## src/rtl/rtc_cal_pkg.sv

```systemverilog
// Package: shared address map, mode bit positions, time record type and
// the conversion helpers between bus encoding and plain numbers.
// Assumes all field values fit in 7 bits (largest legal value is 99).
package rtc_cal_pkg;

    localparam int RTC_AW = 4;
    localparam int RTC_DW = 8;
    localparam int FW     = 7;

    localparam logic [RTC_AW-1:0] A_SEC     = 4'h0;
    localparam logic [RTC_AW-1:0] A_ALM_SEC = 4'h1;
    localparam logic [RTC_AW-1:0] A_MIN     = 4'h2;
    localparam logic [RTC_AW-1:0] A_ALM_MIN = 4'h3;
    localparam logic [RTC_AW-1:0] A_HR      = 4'h4;
    localparam logic [RTC_AW-1:0] A_ALM_HR  = 4'h5;
    localparam logic [RTC_AW-1:0] A_DOW     = 4'h6;
    localparam logic [RTC_AW-1:0] A_DATE    = 4'h7;
    localparam logic [RTC_AW-1:0] A_MON     = 4'h8;
    localparam logic [RTC_AW-1:0] A_YEAR    = 4'h9;
    localparam logic [RTC_AW-1:0] A_STAT    = 4'hA;
    localparam logic [RTC_AW-1:0] A_MODE    = 4'hB;

    localparam int MB_RUN = 7;
    localparam int MB_BIN = 2;
    localparam int MB_H24 = 1;
    localparam logic [RTC_DW-1:0] MODE_RST = 8'h02;

    typedef struct packed {
        logic [FW-1:0]     sec;
        logic [RTC_DW-1:0] min;
        logic [RTC_DW-1:0] hr;
        logic [RTC_DW-1:0] dow;
        logic [RTC_DW-1:0] date;
        logic [RTC_DW-1:0] mon;
        logic [RTC_DW-1:0] yr;
    } rtc_time_t;

    // Bus byte to plain number.
    function automatic logic [FW-1:0] rtc_to_num(input logic [RTC_DW-1:0] v, input logic bin);
        logic [FW-1:0] tens;
        logic [FW-1:0] ones;
        tens = {3'b000, v[7:4]};
        ones = {3'b000, v[3:0]};
        return bin ? v[FW-1:0] : (tens * 7'd10 + ones);
    endfunction

    // Plain number to bus byte.
    function automatic logic [RTC_DW-1:0] rtc_from_num(input logic [FW-1:0] n, input logic bin);
        logic [FW-1:0] t;
        logic [FW-1:0] o;
        t = n / 7'd10;
        o = n % 7'd10;
        return bin ? {1'b0, n} : {t[3:0], o[3:0]};
    endfunction

    // Hour byte to 0..23.
    function automatic logic [FW-1:0] rtc_hr_to24(input logic [RTC_DW-1:0] v, input logic bin,
                                                  input logic h24);
        logic [FW-1:0] h;
        if (h24) return rtc_to_num(v, bin);
        h = rtc_to_num({1'b0, v[6:0]}, bin);
        if (h == 7'd12) h = 7'd0;
        if (v[7]) h = h + 7'd12;
        return h;
    endfunction

    // 0..23 to hour byte in the selected format.
    function automatic logic [RTC_DW-1:0] rtc_hr_from24(input logic [FW-1:0] h, input logic bin,
                                                        input logic h24);
        logic [FW-1:0]     hh;
        logic [RTC_DW-1:0] e;
        if (h24) return rtc_from_num(h, bin);
        hh = (h >= 7'd12) ? h - 7'd12 : h;
        if (hh == 7'd0) hh = 7'd12;
        e = rtc_from_num(hh, bin);
        return {(h >= 7'd12), e[6:0]};
    endfunction

    // Days in a month; leap when year is a multiple of four.
    function automatic logic [FW-1:0] rtc_month_len(input logic [FW-1:0] mon, input logic [FW-1:0] yr);
        case (mon)
            7'd2:                      return (yr[1:0] == 2'b00) ? 7'd29 : 7'd28;
            7'd4, 7'd6, 7'd9, 7'd11:   return 7'd30;
            default:                   return 7'd31;
        endcase
    endfunction

endpackage

```

## src/rtl/rtc_prescaler.sv

```systemverilog
// Module: divides the time-base strobe down to a one-cycle seconds tick.
// Assumes PRESCALE >= 2; the count advances only on ref_tick.
module rtc_prescaler #(
    parameter int PRESCALE = 32768
) (
    input  logic clk,
    input  logic rst_n,
    input  logic ref_tick,
    output logic sec_tick
);
    localparam int CW = (PRESCALE > 2) ? $clog2(PRESCALE) : 1;
    localparam logic [CW-1:0] LAST = CW'(PRESCALE - 1);

    logic [CW-1:0] cnt_q;
    logic          tick_q;

    // Count strobes and emit a tick on the last one of each group.
    always_ff @(posedge clk) begin
        if (!rst_n) begin
            cnt_q  <= '0;
            tick_q <= 1'b0;
        end else begin
            tick_q <= 1'b0;
            if (ref_tick) begin
                if (cnt_q == LAST) begin
                    cnt_q  <= '0;
                    tick_q <= 1'b1;
                end else begin
                    cnt_q <= cnt_q + 1'b1;
                end
            end
        end
    end

    assign sec_tick = tick_q;

    assert_tick_isolated_R4: assert property (@(posedge clk) disable iff (!rst_n)
        tick_q |=> !tick_q);

endmodule

```

## src/rtl/rtc_time_engine.sv

```systemverilog
// Module: holds the seven time bytes, applies bus writes and performs the
// two-cycle update (flag cycle, then apply all carries in one step).
// Assumes stored values are legal for the active encoding; the update
// takes priority over a bus write in the apply cycle.
module rtc_time_engine
    import rtc_cal_pkg::*;
(
    input  logic              clk,
    input  logic              rst_n,
    input  logic              sec_tick,
    input  logic              run_en,
    input  logic              bin_mode,
    input  logic              h24_mode,
    input  logic              wr_en,
    input  logic [RTC_AW-1:0] wr_addr,
    input  logic [RTC_DW-1:0] wr_data,
    output rtc_time_t         time_o,
    output rtc_time_t         next_o,
    output logic              uip_o,
    output logic              done_o
);
    rtc_time_t cur_q;
    rtc_time_t nxt;
    logic      uip_q;
    logic      done_q;
    logic      time_wr;

    logic [FW-1:0] s, m, h, dw, d, mo, y, dim;
    logic          c_s, c_m, c_h, c_d, c_mo;
    logic [FW-1:0] ns, nm, nh, nd, ndw, nmo, ny;
    logic [RTC_DW-1:0] es;

    // Decode current fields and build the incremented time with carries.
    always_comb begin
        s   = rtc_to_num({1'b0, cur_q.sec}, bin_mode);
        m   = rtc_to_num(cur_q.min, bin_mode);
        h   = rtc_hr_to24(cur_q.hr, bin_mode, h24_mode);
        dw  = rtc_to_num(cur_q.dow, bin_mode);
        d   = rtc_to_num(cur_q.date, bin_mode);
        mo  = rtc_to_num(cur_q.mon, bin_mode);
        y   = rtc_to_num(cur_q.yr, bin_mode);
        dim = rtc_month_len(mo, y);

        c_s  = (s >= 7'd59);
        c_m  = c_s && (m >= 7'd59);
        c_h  = c_m && (h >= 7'd23);
        c_d  = c_h && (d >= dim);
        c_mo = c_d && (mo >= 7'd12);

        ns  = c_s  ? 7'd0 : s + 7'd1;
        nm  = c_m  ? 7'd0 : m + 7'd1;
        nh  = c_h  ? 7'd0 : h + 7'd1;
        nd  = c_d  ? 7'd1 : d + 7'd1;
        ndw = (dw >= 7'd7) ? 7'd1 : dw + 7'd1;
        nmo = c_mo ? 7'd1 : mo + 7'd1;
        ny  = (y >= 7'd99) ? 7'd0 : y + 7'd1;

        es       = rtc_from_num(ns, bin_mode);
        nxt.sec  = es[FW-1:0];
        nxt.min  = c_s  ? rtc_from_num(nm, bin_mode) : cur_q.min;
        nxt.hr   = c_m  ? rtc_hr_from24(nh, bin_mode, h24_mode) : cur_q.hr;
        nxt.dow  = c_h  ? rtc_from_num(ndw, bin_mode) : cur_q.dow;
        nxt.date = c_h  ? rtc_from_num(nd, bin_mode) : cur_q.date;
        nxt.mon  = c_d  ? rtc_from_num(nmo, bin_mode) : cur_q.mon;
        nxt.yr   = c_mo ? rtc_from_num(ny, bin_mode) : cur_q.yr;
    end

    // Flag which bus writes land on a time byte.
    always_comb begin
        time_wr = wr_en && (wr_addr == A_SEC || wr_addr == A_MIN || wr_addr == A_HR ||
                            wr_addr == A_DOW || wr_addr == A_DATE || wr_addr == A_MON ||
                            wr_addr == A_YEAR);
    end

    // Time byte storage: update has priority, otherwise accept writes.
    always_ff @(posedge clk) begin
        if (!rst_n) begin
            cur_q.sec  <= '0;
            cur_q.min  <= 8'h00;
            cur_q.hr   <= 8'h00;
            cur_q.dow  <= 8'h01;
            cur_q.date <= 8'h01;
            cur_q.mon  <= 8'h01;
            cur_q.yr   <= 8'h00;
        end else if (uip_q) begin
            cur_q <= nxt;
        end else if (wr_en) begin
            case (wr_addr)
                A_SEC:   cur_q.sec  <= wr_data[FW-1:0];
                A_MIN:   cur_q.min  <= wr_data;
                A_HR:    cur_q.hr   <= wr_data;
                A_DOW:   cur_q.dow  <= wr_data;
                A_DATE:  cur_q.date <= wr_data;
                A_MON:   cur_q.mon  <= wr_data;
                A_YEAR:  cur_q.yr   <= wr_data;
                default: ;
            endcase
        end
    end

    // Update sequencing: in-progress cycle, then one-cycle done pulse.
    always_ff @(posedge clk) begin
        if (!rst_n) begin
            uip_q  <= 1'b0;
            done_q <= 1'b0;
        end else begin
            uip_q  <= sec_tick && run_en;
            done_q <= uip_q;
        end
    end

    assign time_o = cur_q;
    assign next_o = nxt;
    assign uip_o  = uip_q;
    assign done_o = done_q;

    assert_uip_single_R4: assert property (@(posedge clk) disable iff (!rst_n)
        uip_q |=> !uip_q);
    assert_uip_needs_run_R5: assert property (@(posedge clk) disable iff (!rst_n)
        uip_q |-> $past(run_en));
    assert_time_frozen_R5: assert property (@(posedge clk) disable iff (!rst_n)
        (!uip_q && !time_wr) |=> $stable(cur_q));
    assert_done_after_uip_R11: assert property (@(posedge clk) disable iff (!rst_n)
        done_q |-> $past(uip_q));

endmodule

```

## src/rtl/rtc_alarm_match.sv

```systemverilog
// Module: compares the candidate (post-update) seconds, minutes and hours
// with the three alarm bytes and registers a hit in the apply cycle.
// Assumes the candidate bytes are valid whenever apply is high.
module rtc_alarm_match
    import rtc_cal_pkg::*;
#(
    parameter int NFIELD = 3
) (
    input  logic                          clk,
    input  logic                          rst_n,
    input  logic                          apply,
    input  logic [NFIELD-1:0][RTC_DW-1:0] cand,
    input  logic [NFIELD-1:0][RTC_DW-1:0] target,
    output logic                          hit_o
);
    logic [NFIELD-1:0] eq;
    logic              hit_q;

    for (genvar i = 0; i < NFIELD; i++) begin : g_cmp
        assign eq[i] = (cand[i] == target[i]);
    end

    // Register a hit only when every field matches during an update.
    always_ff @(posedge clk) begin
        if (!rst_n) hit_q <= 1'b0;
        else        hit_q <= apply && (&eq);
    end

    assign hit_o = hit_q;

    assert_hit_needs_apply_R12: assert property (@(posedge clk) disable iff (!rst_n)
        hit_q |-> $past(apply));

endmodule

```

## src/rtl/rtc_calendar_core.sv

```systemverilog
// Module: top of the calendar clock. Holds the mode and alarm bytes,
// wires prescaler, time engine and alarm comparator, and serves reads.
// Assumes the bus is synchronous to clk; reads are combinational.
module rtc_calendar_core
    import rtc_cal_pkg::*;
#(
    parameter int PRESCALE = 32768
) (
    input  logic        clk,
    input  logic        rst_n,
    input  logic        ref_tick,
    input  logic [3:0]  bus_addr,
    input  logic        bus_wr,
    input  logic [7:0]  bus_wdata,
    output logic [7:0]  bus_rdata,
    output logic        update_end,
    output logic        alarm_hit
);
    localparam int NALM = 3;

    logic                        sec_tick;
    logic [RTC_DW-1:0]           mode_q;
    logic [NALM-1:0][RTC_DW-1:0] alm_q;
    logic [NALM-1:0][RTC_DW-1:0] cand;
    rtc_time_t                   cur_t;
    rtc_time_t                   nxt_t;
    logic                        uip;
    logic                        done;

    rtc_prescaler #(.PRESCALE(PRESCALE)) u_presc (
        .clk      (clk),
        .rst_n    (rst_n),
        .ref_tick (ref_tick),
        .sec_tick (sec_tick)
    );

    rtc_time_engine u_eng (
        .clk      (clk),
        .rst_n    (rst_n),
        .sec_tick (sec_tick),
        .run_en   (mode_q[MB_RUN]),
        .bin_mode (mode_q[MB_BIN]),
        .h24_mode (mode_q[MB_H24]),
        .wr_en    (bus_wr),
        .wr_addr  (bus_addr),
        .wr_data  (bus_wdata),
        .time_o   (cur_t),
        .next_o   (nxt_t),
        .uip_o    (uip),
        .done_o   (done)
    );

    // Mode byte storage.
    always_ff @(posedge clk) begin
        if (!rst_n)                            mode_q <= MODE_RST;
        else if (bus_wr && bus_addr == A_MODE) mode_q <= bus_wdata;
    end

    // Alarm bytes sit at odd addresses 1, 3, 5 (seconds, minutes, hours).
    for (genvar i = 0; i < NALM; i++) begin : g_alm
        localparam logic [RTC_AW-1:0] ADDR = RTC_AW'(2 * i + 1);
        // Store alarm byte i.
        always_ff @(posedge clk) begin
            if (!rst_n)                          alm_q[i] <= '0;
            else if (bus_wr && bus_addr == ADDR) alm_q[i] <= bus_wdata;
        end
    end

    assign cand[0] = {1'b0, nxt_t.sec};
    assign cand[1] = nxt_t.min;
    assign cand[2] = nxt_t.hr;

    rtc_alarm_match #(.NFIELD(NALM)) u_alm (
        .clk    (clk),
        .rst_n  (rst_n),
        .apply  (uip),
        .cand   (cand),
        .target (alm_q),
        .hit_o  (alarm_hit)
    );

    // Read multiplexer over the address map.
    always_comb begin
        case (bus_addr)
            A_SEC:     bus_rdata = {1'b0, cur_t.sec};
            A_ALM_SEC: bus_rdata = alm_q[0];
            A_MIN:     bus_rdata = cur_t.min;
            A_ALM_MIN: bus_rdata = alm_q[1];
            A_HR:      bus_rdata = cur_t.hr;
            A_ALM_HR:  bus_rdata = alm_q[2];
            A_DOW:     bus_rdata = cur_t.dow;
            A_DATE:    bus_rdata = cur_t.date;
            A_MON:     bus_rdata = cur_t.mon;
            A_YEAR:    bus_rdata = cur_t.yr;
            A_STAT:    bus_rdata = {uip, 7'b0};
            A_MODE:    bus_rdata = mode_q;
            default:   bus_rdata = 8'h00;
        endcase
    end

    assign update_end = done;

    assert_alarm_with_update_R12: assert property (@(posedge clk) disable iff (!rst_n)
        alarm_hit |-> update_end);
    assert_seconds_msb_clear_R2: assert property (@(posedge clk) disable iff (!rst_n)
        (bus_addr == A_SEC) |-> !bus_rdata[7]);

endmodule

```

## config.mk

```make
export PLATFORM = sky130hd
export DESIGN_NAME = rtc_calendar_core
export DESIGN_NICKNAME = d
export VERILOG_FILES = /design/src/rtl/rtc_cal_pkg.sv /design/src/rtl/rtc_prescaler.sv /design/src/rtl/rtc_time_engine.sv /design/src/rtl/rtc_alarm_match.sv /design/src/rtl/rtc_calendar_core.sv
export SDC_FILE = /design/constraint.sdc
export NUM_CORES = 1
export LEC_CHECK = 0
export CAP_MARGIN = 20
export CELL_PAD_IN_SITES_DETAIL_PLACEMENT = 2
export CELL_PAD_IN_SITES_GLOBAL_PLACEMENT = 2
export CORE_MARGIN = 1.5
export CORE_UTILIZATION = 42
export CTS_BUF_LIST = sky130_fd_sc_hd__clkbuf_2 sky130_fd_sc_hd__clkbuf_4 sky130_fd_sc_hd__clkbuf_8
export CTS_CLUSTER_SIZE = 40
export DETAILED_ROUTE_END_ITERATION = 10
export GPL_ROUTABILITY_DRIVEN = 0
export PLACE_DENSITY_LB_ADDON = 0.1
export SYNTH_ARGS = -nofsm -noshare
export SYNTH_HDL_FRONTEND = slang
export SYNTH_SLANG_ARGS = --single-unit
```

## constraint.sdc

```tcl
create_clock -name clk -period 21.3 [get_ports clk]
set_clock_uncertainty 0.2 [all_clocks]
set_input_delay 4.26 -clock clk [delete_from_list [all_inputs] [get_ports clk]]
set_output_delay 4.26 -clock clk [all_outputs]
set_load 0.05 [all_outputs]
```

==> flow_summary.toml, run 1 <==
[sta]
grt_setup_unrepaired = "no"
max_freq_ghz = 0.0818
setup_tns_ns = 0
whs_ns = 0.278
tightest_slew_ns = 1.09
setup_slack_ns = 9.07
min_period_over_period_pct = 57.4
hold_viol = 0
slew_violations = 0
fin_crit_ns = 12.23
setup_violations = 0
slew_headroom_pct = 27.2

[logic_synthesis]
yosysWarnings = 0
synth_area_leaders = "dfxtp_1 (16%), ha_1 (7.2%), nand2_1 (5.7%)"
synth_top_area_share_pct = 16.3
ys_top_cells_by_count = "nand2_1 (197), nor2_1 (190), a21oi_1 (143)"
synthSimpleGateAreaFrac_pct = 25.0
synth_top_family_by_area = "compound AO/OA/AOI/OAI gates"
syn_inst = 1766
synth_area_um2 = 13000
synthDistinctLibCells = 109
synth_xor_area_share_pct = 6.11
synthArstFlopShare_pct = 0
yosys-mux-area-fraction_pct = 7.39
synthAdderAreaFrac_pct = 9.20
synth_compound_area_share_pct = 31.3
synthesis.nets = 1870
synthMostInstantiatedCell = "nand2_1"
synth_top_cell_by_area = "dfxtp_1"
synth_top_flop_cell = "dfxtp_1"
ys_seq_area_share_pct = 16.3
postSynthAreaPerCell_um2 = 7.38
synth-edff-count = 0
ys_ff_latch = 106

[finish]
nets = 1825
diodes = 0
post-route-util_pct = 44.9
syn_to_final_growth_pct = 5.34
drive_above_1_share_pct = 6.84

[worst_setup_path]
r2r_cells = 42
end_kind = "output port"
r2r_slack_ns = 9.36
arrival_ns = 7.77
critPathLaunch = "bus_addr[3]"
reg2reg_to = "u_alm.hit_o"
worstPathMaxFanout = 23
critPathRequiredTime_ns = 16.84
critPathKind = "in -> out"
r2r-start = "mode_q[2]"
cp-start-kind = "primary input"

[placement]
port_buffers = 25
dp_hpwl_um = 38100
place_ws_ns = 8.99

[die]
ios = 26
core_area_um2 = 30600
die_area_um2 = 32100
start_util_pct = 42.6
die-width_um = 179
rows = 64
die_y_um = 179

[grt]
grt_pass1_vias = 14403
grt_max_degree = 81
grt-ovfl-total = 0
grt_pass1_wl_um = 80400
antenna_found_initial = 0
grt_usage_pct = 31.8

[route]
drc_errors = 0
vias_per_cell = 6.57
num_vias = 13937
dr.pass1.iters = 5
wire_per_inst_um = 23.9
wirelength_um = 50700
drtIter0Drc = 986
antenna_left = 0

[pwr]
ir_worst_vdd_v = 0.0000257
powerDensity_nw_per_um2 = 33.9
power.leakage_nw = 5.32
p_total_uw = 465

[min_path]
min_delay_path_depth = 2
min-delay-start = "mode_q[3]"
worstHoldEndpoint = "mode_q[3]"
min_path_type = "reg -> reg"

[cts]
clk_pin_slew_ns = 0.10
postCtsHoldBufs = 0
post_cts_resized = 0
cts_tree = "done"
cts_made_buffers = 9
ctsRootBufferMaster = "clkbuf_8"
clockBufferDepth = 2
clock-sinks = 106
htreeDepth = 3
worstSkewPairLatency_ns = 0.41
postCtsSetupRepairBufs = 0

[outcome]
outcome = "finished clean"

[run]
cap_viol_max_count = 0
==> where the power goes <==
group,switching (mW),total [mW],internal [mW]
registers,0.00626,0.207,0.201
logic,0.0786,0.122,0.0429
clock network,0.0791,0.137,0.0575
total,0.164,0.465,0.301
==> worst max-delay path by stage <==
| stage | to | slack [ns] | depth (start not counted) |
|---|---|---|---|
| final | bus_rdata[3] | 9.07 | 7 |
| after CTS | bus_rdata[5] | 9.02 | 9 |
| after global routing | u_alm.hit_o | 8.55 | 41 |
| after global placement | bus_rdata[5] | 9.19 | 9 |
| after floorplan | bus_rdata[0] | 9.86 | 6 |
| after detailed placement | bus_rdata[5] | 8.99 | 9 |
==> through the flow <==
stage | cell area (um2) | cells
6_report | 13700 | 2122
5_1_grt | 13700 | 2122
4_1_cts | 13700 | 2120
3_5_place_dp | 13500 | 2104
3_3_place_gp | 13500 | 2104
2_1_floorplan | 13000 | 1766
==> worst max-delay path, stage by stage <==
cell	delay [ns]
clkdlybuf4s50_1	1.11
nor2b_1	0.76
and2_1	0.33
a21oi_1	0.10
o22ai_1	0.17
a311o_1	0.20
clkdlybuf4s50_1	0.82
==> sequential cells by signal (all words and copies together), names as in the netlist <==
register,count
u_alm.hit_o,1
mode_q,8
u_eng.done_o,1
alm_q,24
u_eng.uip_o,1
u_eng.time_o,55
u_presc.cnt_q,15
u_presc.sec_tick,1
==> logic make-up after synthesis <==
| kind of cell | count (synthesis) |
|---|---|
| buffers and inverters | 154 |
| flip-flops | 106 |
| multiplexers | 90 |
| AND/OR/NAND/NOR | 674 |
| AO/OA/AOI/OAI | 564 |
| adder cells (fa/ha/maj) | 88 |
| XOR/XNOR | 90 |
==> cell type report <==
class	count	area (um2)
fill	3639	16900
multi-input combinational	1506	10300
sequential	106	2130
tap	396	495
timing repair buffer	45	400
inverter	53	199
clock buffer	10	131
clock inverter	6	73.8
==> layer usage <==
metal	GRT usage, %	routed length, um	up-vias	share of wire, %
met1	41.2	23200	7041	46
met5	0	0	-	0
met4	10.7	1640	0	3.2
met2	55.2	24300	279	48
met3	2.61	1520	98	3.0
li1	-	-	6519	-
==> layout by cell type, fill, tap and decap left out, types with 14 or more instances in the layout <==
master / netlist / final
a211oi_1: 36 / 36
a21o_1: 14 / 14
a21oi_1: 143 / 143
a22oi_1: 23 / 23
a311oi_1: 23 / 23
a31oi_1: 23 / 22
and2_1: 26 / 26
and3_1: 24 / 24
buf_4: 5 / 20
clkdlybuf4s50_1: 0 / 25
dfxtp_1: 106 / 104
ha_1: 75 / 75
inv_1: 49 / 49
mux2_2: 20 / 20
mux2i_1: 67 / 67
nand2_1: 197 / 197
nand2b_1: 27 / 27
nand3_1: 45 / 45
nand4_1: 16 / 16
nor2_1: 190 / 190
nor2b_1: 24 / 24
nor3_1: 38 / 38
o211ai_1: 21 / 21
o21ai_0: 67 / 67
o22ai_1: 15 / 15
o31ai_1: 14 / 14
or3_1: 19 / 19
xnor2_1: 46 / 46
xor2_1: 43 / 43
(Power assumes the default switching activity.)
==> run 2, diff against run 1 <==
--- a/config.mk
+++ b/config.mk
@@ -9,7 +9,7 @@
 export CELL_PAD_IN_SITES_DETAIL_PLACEMENT = 2
 export CELL_PAD_IN_SITES_GLOBAL_PLACEMENT = 2
 export CORE_MARGIN = 1.5
-export CORE_UTILIZATION = 42
+export CORE_UTILIZATION = 35
 export CTS_BUF_LIST = sky130_fd_sc_hd__clkbuf_2 sky130_fd_sc_hd__clkbuf_4 sky130_fd_sc_hd__clkbuf_8
 export CTS_CLUSTER_SIZE = 40
 export DETAILED_ROUTE_END_ITERATION = 10
==> constraint.sdc (replaced) <==
create_clock -name clk -period 10.9 [get_ports clk]
set_clock_uncertainty 0.2 [all_clocks]
set_input_delay 2.18 -clock clk [delete_from_list [all_inputs] [get_ports clk]]
set_output_delay 2.18 -clock clk [all_outputs]
set_load 0.05 [all_outputs]
==> run 2 against run 1 <==
Effect of this change:
- worst hold slack lost 0.011 ns
- count of clock-buffer cells in the layout shrank 1
- wire length grew 3.1%
- die area grew 20%
- sequential power grew 94%
- total power grew 98%
==> flow_summary.toml, run 2 (same netlist as run 1, synthesis figures left out) <==
[die]
die_y_um = 196
start_util_pct = 35.6
ios = 26
rows = 70
die_area_um2 = 38400
die-width_um = 196
core_area_um2 = 36600

[worst_setup_path]
reg2reg_to = "u_alm.hit_o"
r2r-start = "u_eng.time_o[36]"
slowest_stage = "or4_4"
max_stage_delay_ns = 0.49
r2r_slack_ns = 0.83
worstPathMaxFanout = 13
crit_buf_inv = 8
cp-start-kind = "flip-flop"
worst-path-stages = 46
crit_top_cell = "inv_1"
crit_family = "compound AO/OA/AOI/OAI gates"
end_kind = "flip-flop"
arrival_ns = 10.22
r2r_cells = 46
critPathRequiredTime_ns = 11.05
critPathKind = "reg -> reg"

[placement]
port_buffers = 25
dp_hpwl_um = 40300
dp_cells = 2192
placed_area_um2 = 13700

[cts]
htreeDepth = 3
worstSkewPairLatency_ns = 0.41
ctsRootBufferMaster = "clkbuf_8"
cts_made_buffers = 9
cts_tree = "done"
postCtsHoldBufs = 0
clockBufferDepth = 2
clock-sinks = 106
clk_pin_slew_ns = 0.11

[sta]
min_period_over_period_pct = 92.4
setup_violations = 0
max_freq_ghz = 0.0993
grt_setup_unrepaired = "no"
tightest_slew_ns = 1.16
whs_ns = 0.267
slew_headroom_pct = 21.2
hold_viol = 0
slew_violations = 0
setup_tns_ns = 0
fin_crit_ns = 10.07

[route]
antenna_left = 0
num_vias = 13724
wire_per_inst_um = 23.6
vias_per_cell = 6.20
wirelength_um = 52200
drc_errors = 0
drtIter0Drc = 696
dr.pass1.iters = 5

[finish]
nets = 1843
mostFrequentLayoutCells = "nand2_1 (197), nor2_1 (190), a21oi_1 (142)"
diodes = 0
largest_reg_flops = 55
final_common_cell = "nand2_1"
syn_to_final_growth_pct = 7.70
stdcell_area_um2 = 14000
final_cells = 2212
drive_above_1_share_pct = 8.66

[outcome]
outcome = "finished clean"

[grt]
grt-ovfl-total = 0
grt_usage_pct = 27.3
grt_pass1_wl_um = 83300
grt_pass1_vias = 14465
antenna_found_initial = 1
grt_max_degree = 81

[min_path]
worstHoldEndpoint = "mode_q[6]"
min_delay_path_depth = 2
min_path_type = "reg -> reg"
min-delay-start = "mode_q[6]"

[pwr]
powerDensity_nw_per_um2 = 65.6
ir_worst_vdd_v = 0.0000537
p_total_uw = 920
power.leakage_nw = 5.41

[run]
cap_viol_max_count = 0
## run 2: routing by layer
metal  vias up  global-route usage, %  wire, um  share of wire (%)
li1       6544                      -         -                  -
met1      6911                   36.2     24300                 47
met2       202                   47.2     25000                 48
met3        67                   1.99      1530                2.9
met4         0                   8.15      1370                2.6
met5         -                      0         0                  0
## run 2: timing repair
action,CTS,global route
setup endpoints to repair,4,6
resized for setup,2,19
pin swaps,1,2
buffers inserted,4,0
## run 2: report_power, final
group          leakage (nW)  internal, mW  total [mW]  switching [mW]
logic                  4.45        0.0880       0.247           0.159
clock network         0.107         0.111       0.271           0.160
registers             0.859         0.392       0.402          0.0107
## run 2: final cells by class
type	count	area [um2]
multi-input cells	1506	10400
flip-flops and latches	106	2130
fillers	4323	22600
repair buffers	63	536
clock buffers	9	124
inverters	53	199
well taps	468	586
clock inverters	7	82.6
## run 2: worst register-to-register path, delay by kind of cell (launching register included)
family / cells / cell delay [ns]
fa+ha+maj: 7 / 1.93
simple gates: 10 / 2.13
mux: 1 / 0.26
flops: 1 / 0.43
compound gates: 18 / 3.66
xor+xnor: 2 / 0.45
buf+inv: 8 / 0.93
## run 2: how the worst max path moves through the flow
| stage | start | end | slack (ns) |
|---|---|---|---|
| floorplan | u_eng.time_o[36] | u_alm.hit_o | 0.93 |
| global placement | u_eng.time_o[36] | u_alm.hit_o | 0.42 |
| detailed placement | u_eng.time_o[36] | u_alm.hit_o | -0.25 |
| CTS | u_eng.time_o[38] | u_alm.hit_o | 0.007 |
| global route | u_eng.time_o[36] | u_alm.hit_o | 0.05 |
| finish | u_eng.time_o[36] | u_alm.hit_o | 0.83 |
## run 2: metrics by stage
step / setup slack (ns) / util, %
3_3_place_gp: 0.423 / 37.5
6_report: 0.833 / 38.3
3_5_place_dp: -0.245 / 37.5
2_1_floorplan: 0.930 / -
5_1_grt: 0.0476 / 38.3
4_1_cts: 0.00743 / 38.1
